### src/rtl/slot_inst_pkg.sv
// Package: shared command/status encodings and entry field positions for the
// MAC table slot installer. Assumes entries of 66+PORTS bits.
package slot_inst_pkg;

    typedef enum logic [1:0] {
        OP_ADD_UC = 2'd0,
        OP_ADD_MC = 2'd1,
        OP_DEL_UC = 2'd2,
        OP_DEL_MC = 2'd3
    } op_e;

    typedef enum logic [1:0] {
        ST_OK        = 2'd0,
        ST_NOT_FOUND = 2'd1,
        ST_NO_SPACE  = 2'd2
    } status_e;

    localparam int MAC_W      = 48;
    localparam int F_GROUP    = 40;   // multicast bit inside the MAC
    localparam int F_KIND_LO  = 60;   // 2-bit entry kind
    localparam int F_CLASS_LO = 62;   // unicast class / forward state
    localparam int F_SECURE   = 64;
    localparam int F_FLAG65   = 65;   // blocked (unicast) / super (multicast)
    localparam int F_PORT_LO  = 66;   // port number or port mask
    localparam int PNUM_W     = 2;

    localparam logic [1:0] KIND_FREE = 2'd0;
    localparam logic [1:0] KIND_ADDR = 2'd1;

endpackage

### src/rtl/slot_classify.sv
// slot_classify: purely combinational sort of one table entry into the three
// search classes (address match, free, ageable). Assumes the field layout of
// slot_inst_pkg; the caller qualifies the result with its own valid flag.
module slot_classify
    import slot_inst_pkg::*;
#(
    parameter int EW = 69
) (
    input  logic [EW-1:0]    entry,
    input  logic [MAC_W-1:0] mac,
    output logic             is_match,
    output logic             is_free,
    output logic             is_ageable
);

    logic [1:0] kind;
    logic       addr_kind;

    // Decode the kind and derive the class flags.
    always_comb begin
        kind       = entry[F_KIND_LO +: 2];
        addr_kind  = (kind == 2'd1) || (kind == 2'd3);
        is_free    = (kind == KIND_FREE);
        is_match   = addr_kind && (entry[MAC_W-1:0] == mac);
        // Classes 1 and 3 are the dynamic ones: both have the low class bit set.
        is_ageable = addr_kind && !entry[F_GROUP] && entry[F_CLASS_LO];
    end

endmodule

### src/rtl/entry_build.sv
// entry_build: combinational construction of the entry to be written for
// each operation. Assumes base holds the matched entry when base_hit is set.
module entry_build
    import slot_inst_pkg::*;
#(
    parameter int EW    = 69,
    parameter int PORTS = 3
) (
    input  op_e              op,
    input  logic [MAC_W-1:0] mac,
    input  logic [PNUM_W-1:0] port,
    input  logic [PORTS-1:0] mask,
    input  logic             secure,
    input  logic             blocked,
    input  logic             super_f,
    input  logic [1:0]       fwd_state,
    input  logic [EW-1:0]    base,
    input  logic             base_hit,
    output logic [EW-1:0]    entry
);

    // Assemble the outgoing entry per operation.
    always_comb begin
        entry = '0;
        unique case (op)
            OP_ADD_UC: begin
                entry[MAC_W-1:0]              = mac;
                entry[F_KIND_LO +: 2]         = KIND_ADDR;
                entry[F_SECURE]               = secure;
                entry[F_FLAG65]               = blocked;
                entry[F_PORT_LO +: PNUM_W]    = port;
            end
            OP_ADD_MC: begin
                entry                         = base_hit ? base : '0;
                entry[MAC_W-1:0]              = mac;
                entry[F_KIND_LO +: 2]         = KIND_ADDR;
                entry[F_CLASS_LO +: 2]        = fwd_state;
                entry[F_FLAG65]               = super_f;
                entry[F_PORT_LO +: PORTS]     = (base_hit ? base[F_PORT_LO +: PORTS] : '0) | mask;
            end
            OP_DEL_UC: begin
                entry = '0;
            end
            OP_DEL_MC: begin
                entry = base;
                if (mask != '0) entry[F_PORT_LO +: PORTS] = mask;
                else            entry[F_KIND_LO +: 2]     = KIND_FREE;
            end
            default: entry = '0;
        endcase
    end

endmodule

### src/rtl/mac_slot_installer.sv
// mac_slot_installer: takes one add/delete command, scans the external table
// once in index order (pipelined, one read per cycle, read data one cycle
// later), records the first match / free / ageable index, then writes the
// built entry and pulses done with a status. Assumes the table answers every
// read in the following cycle and accepts a write in the cycle it is strobed.
module mac_slot_installer
    import slot_inst_pkg::*;
#(
    parameter int DEPTH = 16,
    parameter int PORTS = 3,
    localparam int IDX_W = (DEPTH > 1) ? $clog2(DEPTH) : 1,
    localparam int CNT_W = IDX_W + 1,
    localparam int EW    = F_PORT_LO + PORTS
) (
    input  logic             clk,
    input  logic             rst_n,
    input  logic             cmd_valid,
    output logic             cmd_ready,
    input  logic [1:0]       cmd_op,
    input  logic [47:0]      cmd_mac,
    input  logic [1:0]       cmd_port,
    input  logic [PORTS-1:0] cmd_mask,
    input  logic             cmd_secure,
    input  logic             cmd_blocked,
    input  logic             cmd_super,
    input  logic [1:0]       cmd_fwd_state,
    output logic             tbl_rd,
    output logic             tbl_wr,
    output logic [IDX_W-1:0] tbl_idx,
    output logic [EW-1:0]    tbl_wdata,
    input  logic [EW-1:0]    tbl_rdata,
    output logic             done,
    output logic [1:0]       done_status
);

    typedef enum logic [2:0] {S_IDLE, S_SCAN, S_DECIDE, S_WRITE, S_RESP} state_e;

    localparam logic [IDX_W-1:0] LAST_IDX = IDX_W'(DEPTH - 1);

    state_e             state;
    op_e                c_op;
    logic [MAC_W-1:0]   c_mac;
    logic [PNUM_W-1:0]  c_port;
    logic [PORTS-1:0]   c_mask;
    logic               c_secure, c_blocked, c_super;
    logic [1:0]         c_fwd;

    logic [CNT_W-1:0]   rd_cnt;
    logic               ev_vld;
    logic [IDX_W-1:0]   ev_idx;
    logic               m_hit, f_hit, a_hit;
    logic [IDX_W-1:0]   m_idx, f_idx, a_idx;
    logic [EW-1:0]      m_entry;
    logic [IDX_W-1:0]   wr_idx;
    logic [EW-1:0]      wr_data;
    status_e            status;

    logic               cls_match, cls_free, cls_age;
    logic [EW-1:0]      built;
    logic               is_add;

    slot_classify #(.EW(EW)) u_classify (
        .entry      (tbl_rdata),
        .mac        (c_mac),
        .is_match   (cls_match),
        .is_free    (cls_free),
        .is_ageable (cls_age)
    );

    entry_build #(.EW(EW), .PORTS(PORTS)) u_build (
        .op        (c_op),
        .mac       (c_mac),
        .port      (c_port),
        .mask      (c_mask),
        .secure    (c_secure),
        .blocked   (c_blocked),
        .super_f   (c_super),
        .fwd_state (c_fwd),
        .base      (m_entry),
        .base_hit  (m_hit),
        .entry     (built)
    );

    // Table port and handshake outputs decoded from the state.
    always_comb begin
        is_add      = (c_op == OP_ADD_UC) || (c_op == OP_ADD_MC);
        cmd_ready   = (state == S_IDLE);
        tbl_rd      = (state == S_SCAN) && (rd_cnt < CNT_W'(DEPTH)) && !(ev_vld && cls_match);
        tbl_wr      = (state == S_WRITE);
        tbl_idx     = (state == S_SCAN) ? rd_cnt[IDX_W-1:0] : wr_idx;
        tbl_wdata   = wr_data;
        done        = (state == S_RESP);
        done_status = status;
    end

    // Sequencer: accept, scan with first-hit capture, decide, write, respond.
    always_ff @(posedge clk) begin
        if (!rst_n) begin
            state     <= S_IDLE;
            c_op      <= OP_ADD_UC;
            c_mac     <= '0;
            c_port    <= '0;
            c_mask    <= '0;
            c_secure  <= 1'b0;
            c_blocked <= 1'b0;
            c_super   <= 1'b0;
            c_fwd     <= '0;
            rd_cnt    <= '0;
            ev_vld    <= 1'b0;
            ev_idx    <= '0;
            m_hit     <= 1'b0;
            f_hit     <= 1'b0;
            a_hit     <= 1'b0;
            m_idx     <= '0;
            f_idx     <= '0;
            a_idx     <= '0;
            m_entry   <= '0;
            wr_idx    <= '0;
            wr_data   <= '0;
            status    <= ST_OK;
        end else begin
            unique case (state)
                S_IDLE: begin
                    if (cmd_valid) begin
                        c_op      <= op_e'(cmd_op);
                        c_mac     <= cmd_mac;
                        c_port    <= cmd_port;
                        c_mask    <= cmd_mask;
                        c_secure  <= cmd_secure;
                        c_blocked <= cmd_blocked;
                        c_super   <= cmd_super;
                        c_fwd     <= cmd_fwd_state;
                        rd_cnt    <= '0;
                        ev_vld    <= 1'b0;
                        m_hit     <= 1'b0;
                        f_hit     <= 1'b0;
                        a_hit     <= 1'b0;
                        state     <= S_SCAN;
                    end
                end
                S_SCAN: begin
                    if (tbl_rd) rd_cnt <= rd_cnt + 1'b1;
                    ev_vld <= tbl_rd;
                    ev_idx <= rd_cnt[IDX_W-1:0];
                    if (ev_vld) begin
                        if (cls_free && !f_hit) begin
                            f_hit <= 1'b1;
                            f_idx <= ev_idx;
                        end
                        if (cls_age && !a_hit) begin
                            a_hit <= 1'b1;
                            a_idx <= ev_idx;
                        end
                        if (cls_match) begin
                            m_hit   <= 1'b1;
                            m_idx   <= ev_idx;
                            m_entry <= tbl_rdata;
                            state   <= S_DECIDE;
                        end else if (ev_idx == LAST_IDX) begin
                            state   <= S_DECIDE;
                        end
                    end
                end
                S_DECIDE: begin
                    wr_data <= built;
                    if (m_hit) begin
                        wr_idx <= m_idx;
                        state  <= S_WRITE;
                    end else if (is_add && f_hit) begin
                        wr_idx <= f_idx;
                        state  <= S_WRITE;
                    end else if (is_add && a_hit) begin
                        wr_idx <= a_idx;
                        state  <= S_WRITE;
                    end else begin
                        status <= is_add ? ST_NO_SPACE : ST_NOT_FOUND;
                        state  <= S_RESP;
                    end
                end
                S_WRITE: begin
                    status <= ST_OK;
                    state  <= S_RESP;
                end
                S_RESP: begin
                    state <= S_IDLE;
                end
                default: state <= S_IDLE;
            endcase
        end
    end

endmodule

### config.mk
export PLATFORM = sky130hd
export DESIGN_NAME = mac_slot_installer
export DESIGN_NICKNAME = d
export VERILOG_FILES = /design/src/rtl/slot_inst_pkg.sv /design/src/rtl/slot_classify.sv /design/src/rtl/entry_build.sv /design/src/rtl/mac_slot_installer.sv
export SDC_FILE = /design/constraint.sdc
export NUM_CORES = 1
export LEC_CHECK = 0
export ABC_AREA = 1
export BUFFER_PORTS_ARGS = -buffer_cell sky130_fd_sc_hd__buf_4
export CORE_ASPECT_RATIO = 0.7
export CORE_MARGIN = 5
export CORE_UTILIZATION = 50
export CTS_CLUSTER_SIZE = 16
export DETAILED_ROUTE_END_ITERATION = 6
export GPL_TIMING_DRIVEN = 0
export PLACE_DENSITY = 0.7
export SYNTH_ARGS = -nofsm -noshare
export SYNTH_HDL_FRONTEND = slang
export SYNTH_SLANG_ARGS = --single-unit
### constraint.sdc
create_clock -name clk -period 2.7 [get_ports clk]
set_input_delay 0.135 -clock clk [delete_from_list [all_inputs] [get_ports clk]]
set_output_delay 0.135 -clock clk [all_outputs]
set_load 0.02 [all_outputs]
# Yosys cells after proc, flatten, opt, wreduce, memory -nomap -nowiden
# Index checks and enable logic that the tools add are counted.
[op_classes] addsub=1 order_cmp=1 eq_ne=21 mux=41 bitwise_logic=1 n_reduce_logical=36
[op_table] cell="$pmux W48 S3" n=1
[op_table] cell="$mux W65" n=1
[op_table] cell="$eq A48 B48 Y1" n=1
[op_table] cell="$mux W3" n=9
[op_table] cell="$pmux W12 S2" n=1
[op_table] cell="$mux W4" n=4
[op_table] cell="$pmux W4 S4" n=1
[op_table] cell="$reduce_and A4 Y1" n=4
[op_table] cell="$reduce_and A3 Y1" n=5
[op_table] cell="$ne A2 B2 Y1 const B" n=7
[op_table] cell="$pmux W3 S4" n=1
[op_table] cell="$logic_and A1 B1 Y1" n=10
[op_table] cell="$mux W2" n=5
[op_table] cell="$mux W5" n=2
[op_table] cell="$pmux W1 S2" n=5
[op_table] cell="$pmux W5 S2" n=1
[op_table] cell="$pmux W2 S2" n=2
[op_table] cell="$mux W1" n=7
[op_table] cell="$eq A2 B2 Y1 const B" n=3
[op_table] cell="$eq A3 B2 Y1 const B" n=2
[op_table] cell="$pmux W2 S3" n=1
[op_table] cell="$reduce_and A2 Y1" n=3
[op_table] cell="$reduce_bool A3 Y1" n=2
[op_table] cell="$add A5 B1 Y5 const B" n=1
[op_table] cell="14 further kinds" n=22
[totals] ff_bits=232 in_bits=132 out_inout_bits=79

# Longest topological paths before layout
[depth] depth_word=8 depth_mapped=16 mapped_depth_nobuf=14

# By module
# Synthesis repeated with hierarchy kept, for this count alone.
[hier_totals] cells_unflattened=1441 area_unflattened_um2=10217.3
[by_module_without_submodules] mod="mac_slot_installer" instances=1 cells_each=1093 area_per_inst_um2=8523.2 seq_area_each_um2=4644.5
[by_module_without_submodules] mod="slot_classify" instances=1 cells_each=213 area_per_inst_um2=888.4 seq_area_each_um2=0.0
[by_module_without_submodules] mod="entry_build" instances=1 cells_each=135 area_per_inst_um2=805.8 seq_area_each_um2=0.0

# Worst setup path before layout
# OpenSTA, ideal clock, no wires.
[synth_timing] path_kind="reg-to-reg" startpoint="reg state[2]" endpoint="reg c_blocked" setup_time_ns=0.132 arrival_ns=1.619 setup_slack_ns=0.949 stages_incl_launch_ff=9 path_buffers=2 synth_period_minus_slack_ns=1.751 cell_sequence="dfxtp_1 > nor2_1 > inv_1 > nor2_1 > nand2_1 > buf_2 > buf_1 > nand2_1 > a21oi_1"
[synth_between] elab_chain_cells=2
[synth_lines] element="start: declaration" line="mac_slot_installer.sv:40" source="state_e state;"
[synth_lines] element="start signal: assignment" line="mac_slot_installer.sv:99" source="state <= S_IDLE;"
[synth_lines] element="start signal: assignment" line="mac_slot_installer.sv:138" source="state <= S_SCAN;"
[synth_lines] element="start signal: assignment" line="mac_slot_installer.sv:158" source="state <= S_DECIDE;"
[synth_lines] element="$logic_not A3 Y1"
[synth_lines] element="via cmd_ready" line="mac_slot_installer.sv:18" source="output logic cmd_ready,"
[synth_lines] element="$reduce_and A2 Y1 (no line)"
[synth_lines] element="end signal: assignment" line="mac_slot_installer.sv:130" source="c_blocked <= cmd_blocked;"
[synth_lines] element="end: declaration" line="mac_slot_installer.sv:45" source="logic c_secure, c_blocked, c_super;"
# The timed path passes the listed nets, and every way through them passes these cells.
# A chain may end at the register's enable or synchronous reset.

# Worst setup path in the final report
[layout_timing] startpoint="in tbl_rdata[40]" endpoint="out tbl_rd"
[layout_between] elab_chain_cells=5
[layout_lines] element="start: declaration" line="mac_slot_installer.sv:31" source="input logic [EW-1:0] tbl_rdata,"
[layout_lines] element="$eq A48 B48 Y1" line="slot_classify.sv:24" source="is_match = addr_kind && (entry[MAC_W-1:0] == mac);"
[layout_lines] element="$logic_and A1 B1 Y1" line="slot_classify.sv:24"
[layout_lines] element="$logic_and A1 B1 Y1" line="mac_slot_installer.sv:88" source="tbl_rd = (state == S_SCAN) && (rd_cnt < CNT_W'(DEPTH)) && !(ev_vld && cls_match);"
[layout_lines] element="$logic_not A1 Y1" line="mac_slot_installer.sv:88"
[layout_lines] element="$logic_and A1 B1 Y1" line="mac_slot_installer.sv:88"
[layout_lines] element="end: declaration" line="mac_slot_installer.sv:27" source="output logic tbl_rd,"
# No other way between the ends.

==> summary.md <==
The flow ran to the end, and the final reports show no timing, DRC or antenna violations. The number of setup violations in the final report is 0. The run gives 6.39 nW as the standby leakage power. Global routing finished with a remaining overflow of 0.

The run gives 71.3% as the post-layout utilization of the core. The initial antenna violation count is 1, and the average vias per placed instance is 5.12. The tools report the number of synthesis warnings as 0. The maximum clock skew at final layout came out at 10.8 ps.

The start-to-end type of the worst setup path is in -> out. The tools report the hold path startpoint as cmd_valid. The clock tree root buffer cell is sky130_fd_sc_hd__clkbuf_16. For this design, the sink count on the clock tree is 232.

For the final routed database, the setup TNS stands at 0 ps. The data required time of the critical path is 2570 ps, and the number of stages on the worst hold path is 7. The setup check on the worst reg-to-reg path leaves a slack of 330 ps. The number of violations reported at the end of detailed-routing iteration 0 came out at 1006. The tools report the start of the worst register-to-register path as c_mac[17]. Among all flip-flop cells after synthesis, the most frequent one is sky130_fd_sc_hd__dfxtp_1.

In this run the cell area measured after placement is 12200 um2. Entering global routing, the biggest net connects 15 pins. The tools report the placed wire-length estimate after detailed placement as 25.0 mm.

In this run the worst path has a maximum fanout of 10. The number of nets in the layout is 2007. Counting flops with an async set or reset pin after synthesis yields a share of 0%. Setup repair after global routing left no endpoint under its margin.

VDD sags by at most 429 uV. Headroom to the max-slew limit came out at 48.0%. The count of pins over their slew limit is 0, and the final wirelength is 35.9 mm. The layout has 1670 filler cells.

The peak clock frequency supported by timing came out at 400 MHz. The logs give 29.1% for the all-layer global routing usage and 55.5 mm for the wire length of the first global-routing pass. In the final routed layout, each cell accounts on average for 16.6 um.

In the routed design, unresolved DRC markers number 0. The proportion of layout cells with a drive suffix above 1 came out at 17.3%. The area share of the leading cell type in the synthesized netlist is 45.1%, and the via count of the first global-routing pass is 10.5k. 211 I/O pins were placed. The pin slew with the least headroom to its limit is 780 ps.

The clock passes through at most 3 buffers. The core box area was 20000 um2. In this run the core area contains 43 standard-cell rows. The logs give 197 ps for the post-layout worst setup margin and 0 for the count of cells resized by post-cts repair. The worst setup path is captured at an output pin. The worst path uses 92.7% of the clock period. The worst hold path belongs to the class in -> reg. After synthesis, the most frequently instantiated cells are sky130_fd_sc_hd__nand2_1 (281), sky130_fd_sc_hd__inv_1 (234), sky130_fd_sc_hd__dfxtp_1 (232).

Buffers inserted during clock tree synthesis total 23. STA classifies the critical path startpoint as an input pin. The arrival time at the worst endpoint is 2370 ps. The average footprint of a synthesized cell is 6.81 um2, and the number of violations of the max-capacitance limit is 0. Summing over every cut layer, the via total after detailed routing is 11.1k. After the flow finishes, the layout carries non-filler instances totaling 2164. The run gives 0 as the number of antenna-violating nets in the routed design.

TritonCTS built the clock tree. The clock period could shrink to 2500 ps. The most instantiated library cell after synthesis was sky130_fd_sc_hd__nand2_1. The logs give 51.5% for the initial core utilization and 510 ps for the clock latency of the later-clocked register in the worst-skew pair.

Tracing the worst setup path back leads to its startpoint at tbl_rdata[40]. The die is 130 um tall. The global placer's final weighted congestion is 0.893, and the proportion of synthesized chip area in sequential cells is 45.1%. The worst slack at placement is 455 ps. The first detailed-routing pass took 5 iterations. Compared with the post-synthesis result, the final layout area differs by 38.6%.

Dividing total power by cell area gives a power density of 602 nW/um2. The largest total area in the synthesized netlist belongs to sky130_fd_sc_hd__dfxtp_1. Yosys mapped the design onto 29 distinct sky130hd cell types. H-tree depth reported by CTS: 1. The path with the worst hold slack has its endpoint at state[0]. The number of nets in the synthesized netlist is 1645, and the post-synthesis instance area is 10300 um2.

The worst register-to-register path has a depth of 14. The count of placed standard cells including taps is 1991, and the number of storage elements in the synthesis netlist is 232. Total power for the finished layout comes to 8.59 mW. The number of I/O port buffers is 209. The die footprint was 23600 um2.

Final instance area: 14300 um2. The worst register-to-register path ends at m_entry[68]. Measured along the x axis, the die boundary spans 182 um.

The tools report the hold violation total from the final report as 0. In the post-synthesis netlist, the biggest area contributors are sky130_fd_sc_hd__dfxtp_1 (45%), sky130_fd_sc_hd__nand2_1 (10%), sky130_fd_sc_hd__a21oi_1 (9.8%), sky130_fd_sc_hd__o21ai_0 (9.6%), sky130_fd_sc_hd__inv_1 (8.5%). The cell count after synthesis came out at 1512. The number of enable flip-flop cells after synthesis is 0. The post-CTS clock slew at the launch and capture registers of the worst setup and hold paths is 60 ps, and the worst hold margin is 54.6 ps.
==> cell type report <==
cell class	instances	area [um2]	share of cell area (%)
antenna	4	10.0	0.0701
buffer	84	383	2.68
clock buffer	35	671	4.70
clock inverter	6	105	0.736
inverter	260	976	6.84
multi-input combinational	936	4300	30.1
sequential	232	4640	32.5
tap	270	338	2.37
timing repair buffer	337	2850	20.0
==> worst max path at each step <==
stage                        to  cells after the start
floorplan             c_blocked                      8
global placement    m_entry[68]                     14
detailed placement  m_entry[68]                     14
CTS                      tbl_rd                     13
global route             tbl_rd                     14
finish                   tbl_rd                     14
==> cell usage in the layout, fill, tap and decap left out, types with 2 or more instances in the layout <==
cell type,synthesis,layout
sky130_fd_sc_hd__buf_1,5,5
sky130_fd_sc_hd__inv_2,22,22
sky130_fd_sc_hd__buf_2,6,6
sky130_fd_sc_hd__nand2_2,47,47
sky130_fd_sc_hd__nand4_1,4,4
sky130_fd_sc_hd__buf_4,0,209
sky130_fd_sc_hd__xnor2_1,9,9
sky130_fd_sc_hd__a21oi_1,202,202
sky130_fd_sc_hd__nor3_1,4,4
sky130_fd_sc_hd__dfxtp_1,232,232
sky130_fd_sc_hd__clkbuf_16,0,23
sky130_fd_sc_hd__o21ai_0,198,198
sky130_fd_sc_hd__nand3_1,29,29
sky130_fd_sc_hd__clkbuf_8,0,5
sky130_fd_sc_hd__o211ai_1,4,4
sky130_fd_sc_hd__bufinv_16,0,3
sky130_fd_sc_hd__buf_6,2,2
sky130_fd_sc_hd__a31oi_1,2,2
sky130_fd_sc_hd__inv_1,234,234
sky130_fd_sc_hd__dlygate4sd3_1,0,128
sky130_fd_sc_hd__o21ai_1,7,7
sky130_fd_sc_hd__clkinv_1,4,4
sky130_fd_sc_hd__nor2_1,141,141
sky130_fd_sc_hd__buf_8,4,4
sky130_fd_sc_hd__diode_2,0,4
sky130_fd_sc_hd__nand2_1,281,281
sky130_fd_sc_hd__clkbuf_1,67,74
sky130_fd_sc_hd__clkinv_2,0,3
==> kinds of logic (layout without fill, tap and decap cells) <==
| family | Yosys count | count (layout) | synth area share (%) |
|---|---|---|---|
| adder cells (fa/ha/maj) | 1 | 1 | 0.121 |
| buffers and inverters | 344 | 722 | 13.2 |
| flip-flops | 232 | 232 | 45.1 |
| XOR/XNOR | 9 | 9 | 0.765 |
| AO/OA/AOI/OAI | 417 | 417 | 20.5 |
| other | 0 | 4 | 0 |
| AND/OR/NAND/NOR | 509 | 509 | 20.3 |
==> sequential cells by signal, summed over array words and instances (netlist names), 2 cells and up <==
| name | flops |
|---|---|
| a_idx | 4 |
| c_fwd | 2 |
| c_mask | 3 |
| state | 3 |
| tbl_wdata | 69 |
| rd_cnt | 5 |
| ev_idx | 4 |
| done_status | 2 |
| f_idx | 4 |
| wr_idx | 4 |
| m_entry | 69 |
| m_idx | 4 |
| c_port | 2 |
| c_op | 2 |
| c_mac | 48 |
==> timing repair <==
action | in CTS | in global routing
buffers inserted | 0 | 0
hold endpoints to repair | 128 | 0
hold buffers | 128 | 0
==> power breakdown <==
part | internal (mW) | total (mW) | leakage [nW] | switching [mW]
registers | 3.61 | 3.76 | 1.89 | 0.146
logic | 0.596 | 1.47 | 4.12 | 0.878
clock network | 2.00 | 3.35 | 0.382 | 1.36
==> layer usage <==
layer,vias to the layer above,track usage [%],share of wire (%)
met5,-,0,0
met4,0,8.20,2.5
met3,76,4.43,8.3
met2,497,45.9,44
met1,5067,41.8,46
li1,5442,-,-
==> worst max-delay path, stage by stage <==
cell and delay [ps]:
sky130_fd_sc_hd__dlygate4sd3_1 550, sky130_fd_sc_hd__buf_4 150, sky130_fd_sc_hd__inv_1 130, sky130_fd_sc_hd__nand2_1 70
sky130_fd_sc_hd__nand2_1 60, sky130_fd_sc_hd__nand2_1 40, sky130_fd_sc_hd__nor2_1 150, sky130_fd_sc_hd__nand3_1 160
sky130_fd_sc_hd__nor2_1 260, sky130_fd_sc_hd__nand3_1 110, sky130_fd_sc_hd__nand2_1 80, sky130_fd_sc_hd__buf_2 210
sky130_fd_sc_hd__inv_1 90, sky130_fd_sc_hd__buf_4 160
Note: power is estimated with default switching activity, not from simulation.
